--- src/rtl/decade_pkg.sv ---
// Package: shared constants and force type for the decade ripple counter.
// Assumes the high section stores its count in plain binary.
package decade_pkg;
    localparam int HI_MOD = 5;
    localparam int HI_W = $clog2(HI_MOD);
    localparam logic [HI_W-1:0] HI_NINE = HI_W'(HI_MOD - 1);

    typedef struct packed {
        logic nine;
        logic zero;
    } force_t;
endpackage

--- src/rtl/fall_detect.sv ---
// Module: fall_detect
// Flags a falling edge of a slow level input sampled on clk.
// Assumes each level of lvl lasts at least one clk period.
module fall_detect (
    input  logic clk,
    input  logic rst_n,
    input  logic lvl,
    output logic fall
);
    logic prev;

    // Keep the previous sample of the level input.
    always_ff @(posedge clk) begin
        if (!rst_n) prev <= 1'b0;
        else        prev <= lvl;
    end

    assign fall = prev & ~lvl;
endmodule

--- src/rtl/lo_stage.sv ---
// Module: lo_stage
// Toggle section: divides its count clock by two.
// Assumes the nine force has priority over the zero force, decoded upstream.
module lo_stage
    import decade_pkg::*;
(
    input  logic   clk,
    input  logic   rst_n,
    input  logic   fall,
    input  force_t frc,
    output logic   q
);
    // Load a forced value, or toggle on a detected falling edge.
    always_ff @(posedge clk) begin
        if (!rst_n)        q <= 1'b0;
        else if (frc.nine) q <= 1'b1;
        else if (frc.zero) q <= 1'b0;
        else if (fall)     q <= ~q;
    end

    assert_toggle_R2: assert property (@(posedge clk) disable iff (!rst_n)
        (fall && !frc.nine && !frc.zero) |=> (q != $past(q)));
    assert_idle_R5: assert property (@(posedge clk) disable iff (!rst_n)
        (!fall && !frc.nine && !frc.zero) |=> $stable(q));
endmodule

--- src/rtl/hi_stage.sv ---
// Module: hi_stage
// Modulo-MOD section counting in binary on falling edges of its own clock.
// Assumes the nine force loads MOD-1 and has priority over the zero force.
module hi_stage
    import decade_pkg::*;
#(
    parameter int MOD = HI_MOD,
    localparam int W = $clog2(MOD)
) (
    input  logic         clk,
    input  logic         rst_n,
    input  logic         fall,
    input  force_t       frc,
    output logic [W-1:0] st
);
    localparam logic [W-1:0] TOP = W'(MOD - 1);

    // Load a forced value, or advance and wrap on a detected falling edge.
    always_ff @(posedge clk) begin
        if (!rst_n)        st <= '0;
        else if (frc.nine) st <= TOP;
        else if (frc.zero) st <= '0;
        else if (fall)     st <= (st == TOP) ? '0 : st + W'(1);
    end

    assert_range_R3: assert property (@(posedge clk) disable iff (!rst_n)
        st <= TOP);
    assert_wrap_R3: assert property (@(posedge clk) disable iff (!rst_n)
        (fall && !frc.nine && !frc.zero && st == TOP) |=> (st == '0));
    assert_idle_R5: assert property (@(posedge clk) disable iff (!rst_n)
        (!fall && !frc.nine && !frc.zero) |=> $stable(st));
endmodule

--- src/rtl/decade_ripple_counter.sv ---
// Module: decade_ripple_counter
// Two independent falling-edge count sections (divide-by-2 and divide-by-5)
// with qualified zero and nine forcing. Forces reach the outputs in the same
// cycle and load the state on the next clk edge. Assumes the count clocks are
// slow level inputs sampled on clk.
module decade_ripple_counter
    import decade_pkg::*;
(
    input  logic clk,
    input  logic rst_n,
    input  logic cnt_clk_a,
    input  logic cnt_clk_b,
    input  logic zero_req1,
    input  logic zero_req2,
    input  logic nine_req1,
    input  logic nine_req2,
    output logic cnt_q0,
    output logic cnt_q1,
    output logic cnt_q2,
    output logic cnt_q3
);
    localparam int NCLK = 2;

    logic [NCLK-1:0] clk_vec;
    logic [NCLK-1:0] fall_vec;
    force_t          frc;
    logic            lo_q;
    logic [HI_W-1:0] hi_st;
    logic [HI_W-1:0] hi_out;

    assign clk_vec = {cnt_clk_b, cnt_clk_a};

    // Decode the qualifier pairs; nine wins over zero.
    always_comb begin
        frc.nine = nine_req1 & nine_req2;
        frc.zero = zero_req1 & zero_req2 & ~frc.nine;
    end

    for (genvar g = 0; g < NCLK; g++) begin : g_edge
        fall_detect u_fall (
            .clk  (clk),
            .rst_n(rst_n),
            .lvl  (clk_vec[g]),
            .fall (fall_vec[g])
        );
    end

    lo_stage u_lo (
        .clk  (clk),
        .rst_n(rst_n),
        .fall (fall_vec[0]),
        .frc  (frc),
        .q    (lo_q)
    );

    hi_stage #(.MOD(HI_MOD)) u_hi (
        .clk  (clk),
        .rst_n(rst_n),
        .fall (fall_vec[1]),
        .frc  (frc),
        .st   (hi_st)
    );

    // Drive the outputs, letting an active force bypass the stored count.
    always_comb begin
        if (frc.nine) begin
            cnt_q0 = 1'b1;
            hi_out = HI_NINE;
        end else if (frc.zero) begin
            cnt_q0 = 1'b0;
            hi_out = '0;
        end else begin
            cnt_q0 = lo_q;
            hi_out = hi_st;
        end
    end

    assign {cnt_q3, cnt_q2, cnt_q1} = hi_out;

    assert_nine_R9: assert property (@(posedge clk) disable iff (!rst_n)
        (nine_req1 && nine_req2) |-> ({cnt_q3, cnt_q2, cnt_q1, cnt_q0} == 4'b1001));
    assert_zero_R7: assert property (@(posedge clk) disable iff (!rst_n)
        (zero_req1 && zero_req2 && !(nine_req1 && nine_req2))
            |-> ({cnt_q3, cnt_q2, cnt_q1, cnt_q0} == 4'b0000));
endmodule

--- config.mk ---
export PLATFORM = sky130hd
export DESIGN_NAME = decade_ripple_counter
export DESIGN_NICKNAME = d
export VERILOG_FILES = /design/src/rtl/decade_pkg.sv /design/src/rtl/fall_detect.sv /design/src/rtl/lo_stage.sv /design/src/rtl/hi_stage.sv /design/src/rtl/decade_ripple_counter.sv
export SDC_FILE = /design/constraint.sdc
export NUM_CORES = 1
export LEC_CHECK = 0
export BUFFER_PORTS_ARGS = -buffer_cell sky130_fd_sc_hd__buf_2
export CAP_MARGIN = 20
export CORE_AREA = 10 10 47 49
export DETAILED_ROUTE_END_ITERATION = 10
export DIE_AREA = 0 0 57 59
export SKIP_LAST_GASP = 1
export SYNTH_ARGS = -nofsm -noshare
export SYNTH_HDL_FRONTEND = slang
export SYNTH_SLANG_ARGS = --single-unit
--- constraint.sdc ---
create_clock -name clk -period 1.5 [get_ports clk]
set_input_delay 0.45 -clock clk [delete_from_list [all_inputs] [get_ports clk]]
set_output_delay 0.45 -clock clk [all_outputs]
set_load 0.05 [all_outputs]
==> metrics.txt <==
status complete, no violations; placed inst area 414 um2; Clock Skew 0.00814 ns; cts bufs inserted 3; Top delay family on crit path buffers and inverters; crit path time final 1.48 ns; Layout Nets 66; Cell variety after synth 19; worst slew pin tran 0.225 ns; layout cell share with drive strength beyond 1 46.3%; largest net degree at the start of global routing 7; CP startpoint kind primary input; Critical Path End Type output pin; Cells after Synth 36; RSZ-0062 raised after global routing no; Leak 0.000237 uW; hold_sp cnt_clk_a; Max-slew headroom 85.0%; I/O pin count 12; PwrDens 860 mW/mm2; Post-Route Utilization 34.9%; R2R cell count 4; CTS tree built; Core Region 0.00140 mm2; CP Data Arrival Time 1.03 ns; Peak supply drop 521 uV; Reg clk slew, reported paths 0.05 ns; yosys warns 0; hold depth 2; Clock Path Buffers 2; RD Place Congestion 0.688; Critical path origin nine_req1; Max Transition Viols Final 0; crit share post-route 98.6%; endpoints failing setup 0; Tightest Hold Check Type primary input to flip-flop; ant diodes 0; Port Buffers 11; worst path cell trace buf_2 > and2_4 > a21oi_4 > inv_2 > buf_6; synthesized area 317 um2; fmax 676 MHz; CP Depth 5; die height 59 um; GRT overflow 0; r2r startpoint u_hi.st[0]; Syn Area/Cell 8.79 um2; slowest stage delay, CP 0.16 ns; vias in the first global route 304; initial core utilization 22.6%; Critical Path RT 1.05 ns; register area share after synthesis 37.9%; via count 308; WP buf/inv 3; WL/cell 10.9 um; maximum fanout along the worst path 2; Clock Latency Late Sink 0.25 ns; row cnt 14; commonest non-fill, non-tap cell in the layout buf_2; TritonCTS Sinks 6; Initial DRC Count 2; Crit Path Category primary input to output pin; Total GRT Usage 4.47%; mean number of vias per cell 4.40; slowest CP cell and2_4; commonest cells after routing, fill and taps aside buf_2, dfxtp_1, buf_4, nand2_1; first-pass GRT wire length 1210 um; Die X 57 um; synth-to-layout area growth 54.5%; Post-DRT Antenna Nets 0; drt total wl 761 um; final hold violations 0; #FFs+latches synth 6; # DRC 0; 1st-pass router iterations 3; initial antenna violation count 0; Die ar. 0.00336 mm2; Max H-tree Level 1; max-cap viol count 0; post-route cell area 489 um2; net count after synthesis 46; Clock Tree Root clkbuf_4
## timing repair
item,4_1_cts,5_1_grt
setup endpoints to repair,4,3
setup buffers,0,1
pin swaps,0,0
hold buffers,0,0
gates resized for setup,6,8
## final timing paths
check                                              to  slack [ns]
worst min-delay path            g_edge[0].u_fall.prev        0.42
worst min register to register             u_hi.st[0]        0.51
worst max register to register             u_hi.st[2]        0.32
worst max-delay path                           cnt_q3        0.02
## report_power, final
group	internal (uW)	leakage (uW)	switching, uW
Sequential	168	0.0000494	7.39
Clock	90.6	0.0000138	60.1
Combinational	44.1	0.000174	50.5
Total	303	0.000237	118
## sequential cells by signal, summed over array words and instances (netlist names)
name                count
u_hi.st                 3
g_edge.u_fall.prev      2
u_lo.q                  1
## routing by layer
metal / vias to the layer above / track usage (%) / part of all wire, %
met5: - / 0 / 0
met4: 0 / 3.02 / 0
met3: 0 / 2.36 / 6.3
met2: 7 / 7.60 / 56
met1: 143 / 4.08 / 38
li1: 158 / - / -
## logic make-up (layout without fill, tap and decap cells)
group,after synthesis,count (layout),synth area share (%)
compound gates,7,7,15.4
xor+xnor,2,2,5.53
fa+ha+maj,2,2,7.90
buf+inv,3,21,3.56
flops,6,6,37.9
mux,1,1,3.16
simple gates,15,15,26.5
## area by class of cell
cell class | instances | area, um2
Multi-Input combinational cell | 27 | 209
Timing Repair Buffer | 15 | 106
Fill cell | 151 | 912
Clock buffer | 3 | 22.5
Tap cell | 16 | 20.0
Sequential cell | 6 | 120
Inverter | 3 | 11.3
## cell usage after synthesis
master     count  area share, %
inv_1          3            3.6
and2_1         2            4.0
mux2i_1        1            3.2
o32ai_1        1            2.8
nand3_1        1            1.6
ha_1           2            7.9
a211o_1        1            2.8
and2_2         1            2.4
a21oi_1        2            3.2
and3_1         2            4.0
o2bb2ai_1      1            2.8
a21o_1         1            2.4
nand2b_4       1            4.3
nand2_1        6            7.1
dfxtp_1        6             38
xnor2_1        2            5.5
nor2b_1        1            2.0
nor2_1         1            1.2
o21ai_0        1            1.6
## per-stage QoR
step	hold WS (ns)	TNS, ns	cells	setup WS (ns)	total power (uW)
after floorplan	0.467	0	36	0.0118	226
after global placement	0.497	-0.287	66	-0.105	254
after detailed placement	0.500	-0.299	66	-0.104	255
after CTS	0.417	-0.0428	69	-0.0428	415
after global routing	0.416	0	70	0.00157	443
final	0.417	0	70	0.0205	421
Note: power is estimated with default switching activity, not from simulation.
